$ cat src/rtl/trig_edge_pkg.sv
// Package: shared edge-select encoding for the trigger qualifier.
// Assumes a 2-bit field; the value 2'b10 is reserved and means "no edges".
package trig_edge_pkg;
    typedef enum logic [1:0] {
        EDGE_FALL = 2'b00,
        EDGE_RISE = 2'b01,
        EDGE_NONE = 2'b10,
        EDGE_BOTH = 2'b11
    } edge_sel_e;
endpackage

$ cat src/rtl/trig_sync2.sv
// Module: two-flop synchroniser bringing the asynchronous pin into clk.
// Assumes the pin is a slow level signal; the output resets low.
module trig_sync2 (
    input  logic clk,
    input  logic rst_n,
    input  logic async_in,
    output logic sync_out
);
    logic meta_q;
    logic stable_q;

    // Purpose: shift the pin through two flops.
    always_ff @(posedge clk) begin
        if (!rst_n) begin
            meta_q   <= 1'b0;
            stable_q <= 1'b0;
        end else begin
            meta_q   <= async_in;
            stable_q <= meta_q;
        end
    end

    assign sync_out = stable_q;
endmodule

$ cat src/rtl/trig_level_qual.sv
// Module: level qualifier. It accepts a new synchronised level once it has
// differed from the held level on STABLE_TICKS consecutive count ticks.
// Assumes cnt_tick is a one-cycle enable. The held level survives a stop.
// A cold-start enable forces the held level low.
module trig_level_qual #(
    parameter int STABLE_TICKS = 3
) (
    input  logic clk,
    input  logic rst_n,
    input  logic run_en,
    input  logic cold_start,
    input  logic cnt_tick,
    input  logic sync_lvl,
    output logic rise_now,
    output logic fall_now
);
    localparam int CW = $clog2(STABLE_TICKS + 1);
    localparam logic [CW-1:0] LAST_CNT = CW'(STABLE_TICKS - 1);

    logic [CW-1:0] cnt_q;
    logic          lvl_q;
    logic          run_d_q;
    logic          mism;
    logic          cold_arm;
    logic          accept;

    // Purpose: decode the mismatch, the cold enable and the acceptance point.
    always_comb begin
        mism     = (sync_lvl != lvl_q);
        cold_arm = run_en && !run_d_q && cold_start;
        accept   = run_en && !cold_arm && cnt_tick && mism && (cnt_q == LAST_CNT);
        rise_now = accept && sync_lvl;
        fall_now = accept && !sync_lvl;
    end

    // Purpose: count stable ticks and update the held level.
    always_ff @(posedge clk) begin
        if (!rst_n) begin
            cnt_q   <= '0;
            lvl_q   <= 1'b0;
            run_d_q <= 1'b0;
        end else begin
            run_d_q <= run_en;
            if (!run_en) begin
                cnt_q <= '0;
            end else if (cold_arm) begin
                lvl_q <= 1'b0;
                cnt_q <= '0;
            end else if (!mism) begin
                cnt_q <= '0;
            end else if (cnt_tick) begin
                if (accept) begin
                    lvl_q <= sync_lvl;
                    cnt_q <= '0;
                end else begin
                    cnt_q <= cnt_q + 1'b1;
                end
            end
        end
    end

    AST_LVL_ONLY_ON_TICK: assert property (@(posedge clk) disable iff (!rst_n)
        (!cnt_tick && !(cold_start && run_en)) |=> $stable(lvl_q));
    AST_LVL_HELD_STOPPED: assert property (@(posedge clk) disable iff (!rst_n)
        !run_en |=> $stable(lvl_q));
    AST_CNT_IN_RANGE: assert property (@(posedge clk) disable iff (!rst_n)
        cnt_q < CW'(STABLE_TICKS));
endmodule

$ cat src/rtl/trig_edge_decode.sv
// Module: compares a qualified transition with the selected edge and
// registers a one-cycle strobe. Assumes rise_now and fall_now never
// occur together.
module trig_edge_decode
    import trig_edge_pkg::*;
(
    input  logic      clk,
    input  logic      rst_n,
    input  logic      rise_now,
    input  logic      fall_now,
    input  edge_sel_e sel,
    output logic      stb
);
    logic hit;

    // Purpose: match the transition direction against the selection.
    always_comb begin
        unique case (sel)
            EDGE_FALL: hit = fall_now;
            EDGE_RISE: hit = rise_now;
            EDGE_BOTH: hit = rise_now || fall_now;
            default:   hit = 1'b0;
        endcase
    end

    // Purpose: register the strobe.
    always_ff @(posedge clk) begin
        if (!rst_n) stb <= 1'b0;
        else        stb <= hit;
    end

    AST_RESERVED_SILENT: assert property (@(posedge clk) disable iff (!rst_n)
        (sel == EDGE_NONE) |=> !stb);
    AST_STB_ONE_CYCLE: assert property (@(posedge clk) disable iff (!rst_n)
        stb |=> !stb);
    AST_SINGLE_DIR: assert property (@(posedge clk) disable iff (!rst_n)
        !(rise_now && fall_now));
endmodule

$ cat src/rtl/trig_edge_qual.sv
// Module: top of the trigger qualifier. It holds the edge-select field,
// which can be written only while stopped, and chains the synchroniser,
// the level qualifier and the edge decoder. Assumes run_en is low for a
// stopped timer.
module trig_edge_qual
    import trig_edge_pkg::*;
#(
    parameter int STABLE_TICKS = 3
) (
    input  logic       clk,
    input  logic       rst_n,
    input  logic       run_en,
    input  logic       cold_start,
    input  logic       cnt_tick,
    input  logic       sel_wr,
    input  logic [1:0] sel_wdata,
    input  logic       pin_in,
    output logic [1:0] edge_sel,
    output logic       edge_stb
);
    edge_sel_e sel_q;
    logic      sync_lvl;
    logic      rise_now;
    logic      fall_now;

    // Purpose: accept edge-select writes only while stopped.
    always_ff @(posedge clk) begin
        if (!rst_n)                sel_q <= EDGE_FALL;
        else if (sel_wr && !run_en) sel_q <= edge_sel_e'(sel_wdata);
    end

    assign edge_sel = sel_q;

    trig_sync2 u_sync (
        .clk      (clk),
        .rst_n    (rst_n),
        .async_in (pin_in),
        .sync_out (sync_lvl)
    );

    trig_level_qual #(.STABLE_TICKS(STABLE_TICKS)) u_qual (
        .clk        (clk),
        .rst_n      (rst_n),
        .run_en     (run_en),
        .cold_start (cold_start),
        .cnt_tick   (cnt_tick),
        .sync_lvl   (sync_lvl),
        .rise_now   (rise_now),
        .fall_now   (fall_now)
    );

    trig_edge_decode u_dec (
        .clk      (clk),
        .rst_n    (rst_n),
        .rise_now (rise_now),
        .fall_now (fall_now),
        .sel      (sel_q),
        .stb      (edge_stb)
    );

    AST_SEL_LOCKED_RUNNING: assert property (@(posedge clk) disable iff (!rst_n)
        run_en |=> $stable(sel_q));
    AST_NO_STB_STOPPED: assert property (@(posedge clk) disable iff (!rst_n)
        !run_en |=> !edge_stb);
endmodule

$ cat config.mk
export PLATFORM = sky130hd
export DESIGN_NAME = trig_edge_qual
export DESIGN_NICKNAME = d
export VERILOG_FILES = /design/src/rtl/trig_edge_pkg.sv /design/src/rtl/trig_sync2.sv /design/src/rtl/trig_level_qual.sv /design/src/rtl/trig_edge_decode.sv /design/src/rtl/trig_edge_qual.sv
export SDC_FILE = /design/constraint.sdc
export NUM_CORES = 1
export LEC_CHECK = 0
export BUFFER_PORTS_ARGS = -buffer_cell sky130_fd_sc_hd__buf_2
export CORE_AREA = 2 2 39 41
export CTS_CLUSTER_SIZE = 25
export DETAILED_ROUTE_END_ITERATION = 8
export DIE_AREA = 0 0 41 43
export GPL_ROUTABILITY_DRIVEN = 0
export PLACE_DENSITY = 0.54
export SLEW_MARGIN = 20
export SYNTH_ARGS = -nofsm -noshare
export SYNTH_HDL_FRONTEND = slang
export SYNTH_SLANG_ARGS = --single-unit
$ cat constraint.sdc
create_clock -name clk -period 0.8 [get_ports clk]
set_clock_uncertainty 0.1 [all_clocks]
set_input_delay 0.04 -clock clk [delete_from_list [all_inputs] [get_ports clk]]
set_output_delay 0.04 -clock clk [all_outputs]
set_load 0.01 [all_outputs]
==> qor.csv <==
stage,metric,value,unit
status,status,finished with violations,
status,failing checks,"hold timing, setup timing",
detailed_routing,Routed WL per cell,10.2,µm
run,Max-Cap Viols,0,
min_path,Hold Startpoint,sel_wdata[0],
detailed_routing,Final ANT Viol Nets,0,
critical_path,flop2flop setup slack,-0.14,ns
cts,CTS Buf Count,3,
grt,first-pass GRT wire length,1.19,mm
power,VDD IR max,0.742,mV
detailed_routing,DRT iter0 DRCs,2,
timing,"Setup violations, final",9,
timing,min setup slack post-route,-0.150,ns
grt,total global-route track usage,10.9,%
die,num rows,14,
timing,worst slew pin tran,0.186,ns
cells_and_area,share of cells above drive strength 1,55.9,%
place,port bufs,11,
grt,initial antenna violation count,0,
die,Starting Density,27.8,%
power,total power draw,0.000919,W
timing,setup repair after global routing missed its margin,true,
yosys,Synth Register Bits,9,
yosys,Post-synth top flop,dfxtp_1,
yosys,main area contributors after synthesis,"dfxtp_1 47%, nor2b_1 9.7%, mux2i_1 7.8%",
cts,setup bufs post-CTS,0,
yosys,top post-synthesis cells by count,"9 x dfxtp_1, 6 x nor2b_1, 4 x nand2_1, 4 x nor2_1",
critical_path,worst reg2reg startpoint,u_qual.cnt_q[0]$_SDFFE_PP0P_,
cts,Post-CTS Hold Buffers,1,
critical_path,FF-to-FF path depth,3,
detailed_routing,router iterations before antenna repair,2,
yosys,Post-synth EDFFs,0,
min_path,WHS Path Cells,3,
yosys,"Seq/Total Area, Yosys",46.8,%
die,die area,0.00176,mm²
timing,slew margin rel.,87.6,%
cts,Clock Tree Buf Depth,2,
cells_and_area,nets,69,
timing,final max-slew violation count,0,
cts,clock root buffer master,clkbuf_4,
critical_path,Crit Reg-Reg Endpoint,u_qual.lvl_q$_SDFFE_PN0P_,
die,Die Y,43,µm
yosys,Async SR Flop Fraction,0,%
detailed_routing,Vias per Instance,4.40,
cells_and_area,antenna cells,0,
timing,hold_ws,-0.0541,ns
grt,vias in the first global route,301,
die,# IOs,12,
detailed_routing,Remaining DRCs,0,
cts,Worst-path clk slew,0.06,ns
yosys,Yosys cell types,17,
timing,f_max,1050,MHz
yosys,Yosys top cell area share,46.8,%
place,DP HPWL,592,µm
power,Leak,0.245,nW
critical_path,Worst Setup Path Type,flip-flop to output port,
timing,Final Hold Fails,3,
critical_path,WP data required,0.66,ns
yosys,Post-Syn Nets,49,
cts,# clock sinks,9,
yosys,"area leader, netlist",dfxtp_1,
cts,CTS tree,yes,
critical_path,startpoint types,flip-flop,
detailed_routing,total number of vias,330,
cts,H-tree depth,1,
yosys,Synth Warn #,0,
yosys,Mean Syn Cell Area,9.63,µm²
grt,largest net degree at the start of global routing,6,
critical_path,"critical path fanouts, max",3,
die,Core Region,0.00138,mm²
critical_path,CP endpoint kind,output port,
power,pwr/cell area,1550,mW/mm²
yosys,Cells after Synth,40,
timing,final cycle utilization of the critical path,119,%
min_path,worst hold path endpoint,edge_sel[0]$_SDFFE_PN0P_,
grt,grt total ovfl,0,
die,Die W,41,µm
cells_and_area,Syn-to-layout area delta,53.9,%
timing,crit path time final,0.950,ns
cts,"Clk Latency, worst-skew pair",0.26,ns
yosys,Post-Syn Area,385,µm²
detailed_routing,WL final,762,µm
min_path,worst min path class,primary input to flip-flop,
yosys,top-count cell post-synth,dfxtp_1,
critical_path,worst path arrival time,0.81,ns
how the worst max path moves through the flow:
stage | cells after the start | endpoint | slack, ns | from
after global routing | 2 | edge_sel[1] | -0.18 | edge_sel[1]$_SDFFE_PN0P_
final | 2 | edge_sel[1] | -0.15 | edge_sel[1]$_SDFFE_PN0P_
after global placement | 3 | u_qual.lvl_q$_SDFFE_PN0P_ | -0.14 | u_qual.cnt_q[0]$_SDFFE_PP0P_
after CTS | 2 | edge_sel[1] | -0.16 | edge_sel[1]$_SDFFE_PN0P_
after detailed placement | 3 | u_qual.lvl_q$_SDFFE_PN0P_ | -0.14 | u_qual.cnt_q[0]$_SDFFE_PP0P_
after floorplan | 3 | u_dec.stb$_SDFF_PN0_ | -0.08 | edge_sel[0]$_SDFFE_PN0P_
per-layer routing:
metal	vias to the layer above	GRT usage, %	routed length (µm)
li1	175	-	-
met1	148	11.7	342
met2	7	15.9	389
met3	0	3.14	30
met4	0	10.0	0
met5	-	0	0
registers in the layout (all words and copies together) (netlist names):
| signal | flops |
|---|---|
| u_qual.cnt_q | 2 |
| u_qual.lvl_q | 1 |
| u_qual.run_d_q | 1 |
| u_dec.stb | 1 |
| edge_sel | 2 |
| u_sync.meta_q | 1 |
| u_sync.sync_out | 1 |
cells by family after synthesis:
group / count (synthesis) / synth area share (%)
buffers and inverters: 1 / 0.973
muxes: 4 / 10.7
and+or+nand+nor: 22 / 32.8
DFF: 9 / 46.8
AOI/OAI and AO/OA: 4 / 8.76
through the flow:
stage	instance area (µm²)	setup TNS (ns)	utilization (%)	setup slack, ns	std cells
floorplan	410	-0.290	-	-0.0828	40
global route	593	-1.11	42.9	-0.177	75
detailed placement	508	-0.508	36.7	-0.135	70
CTS	566	-0.826	40.9	-0.157	75
finish	593	-0.744	42.9	-0.150	75
global placement	508	-0.467	36.7	-0.144	70
placed cells by master (no fill, tap or decap), drive strengths merged:
cell,synthesis,final
a21oi,2,2
and2,4,4
buf,0,14
clkbuf,0,4
dfxtp,9,9
dlygate4sd3,0,1
inv,1,1
mux2,1,1
mux2i,3,3
nand2,4,4
nand3b,1,1
nand4,1,1
nand4b,1,1
nor2,4,4
nor2b,7,7
o21ai,1,1
o221ai,1,1
report_power, final:
group          internal, W  switching (W)  leakage (nW)  total [W]
Sequential        0.000459      0.0000109        0.0771   0.000470
Clock             0.000192       0.000152        0.0150   0.000344
Combinational    0.0000625      0.0000429         0.153   0.000105
area by class of cell:
class | instances | area (µm²)
Fill cell | 142 | 791
Tap cell | 16 | 20.0
Timing Repair Buffer | 15 | 114
Clock buffer | 4 | 26.3
Inverter | 1 | 3.75
Multi-Input combinational cell | 30 | 238
Sequential cell | 9 | 191
critical path, cell delays in order (launching register included):
cell	delay [ns]
dfxtp_2	0.33
buf_6	0.11
buf_6	0.11
timing repair:
action,CTS,global route
pin swaps,4,0
cloned,0,0
endpoints found under the setup margin,9,9
hold endpoints to repair,4,2
resized for setup,5,6
Note: power is estimated with default switching activity, not from simulation.
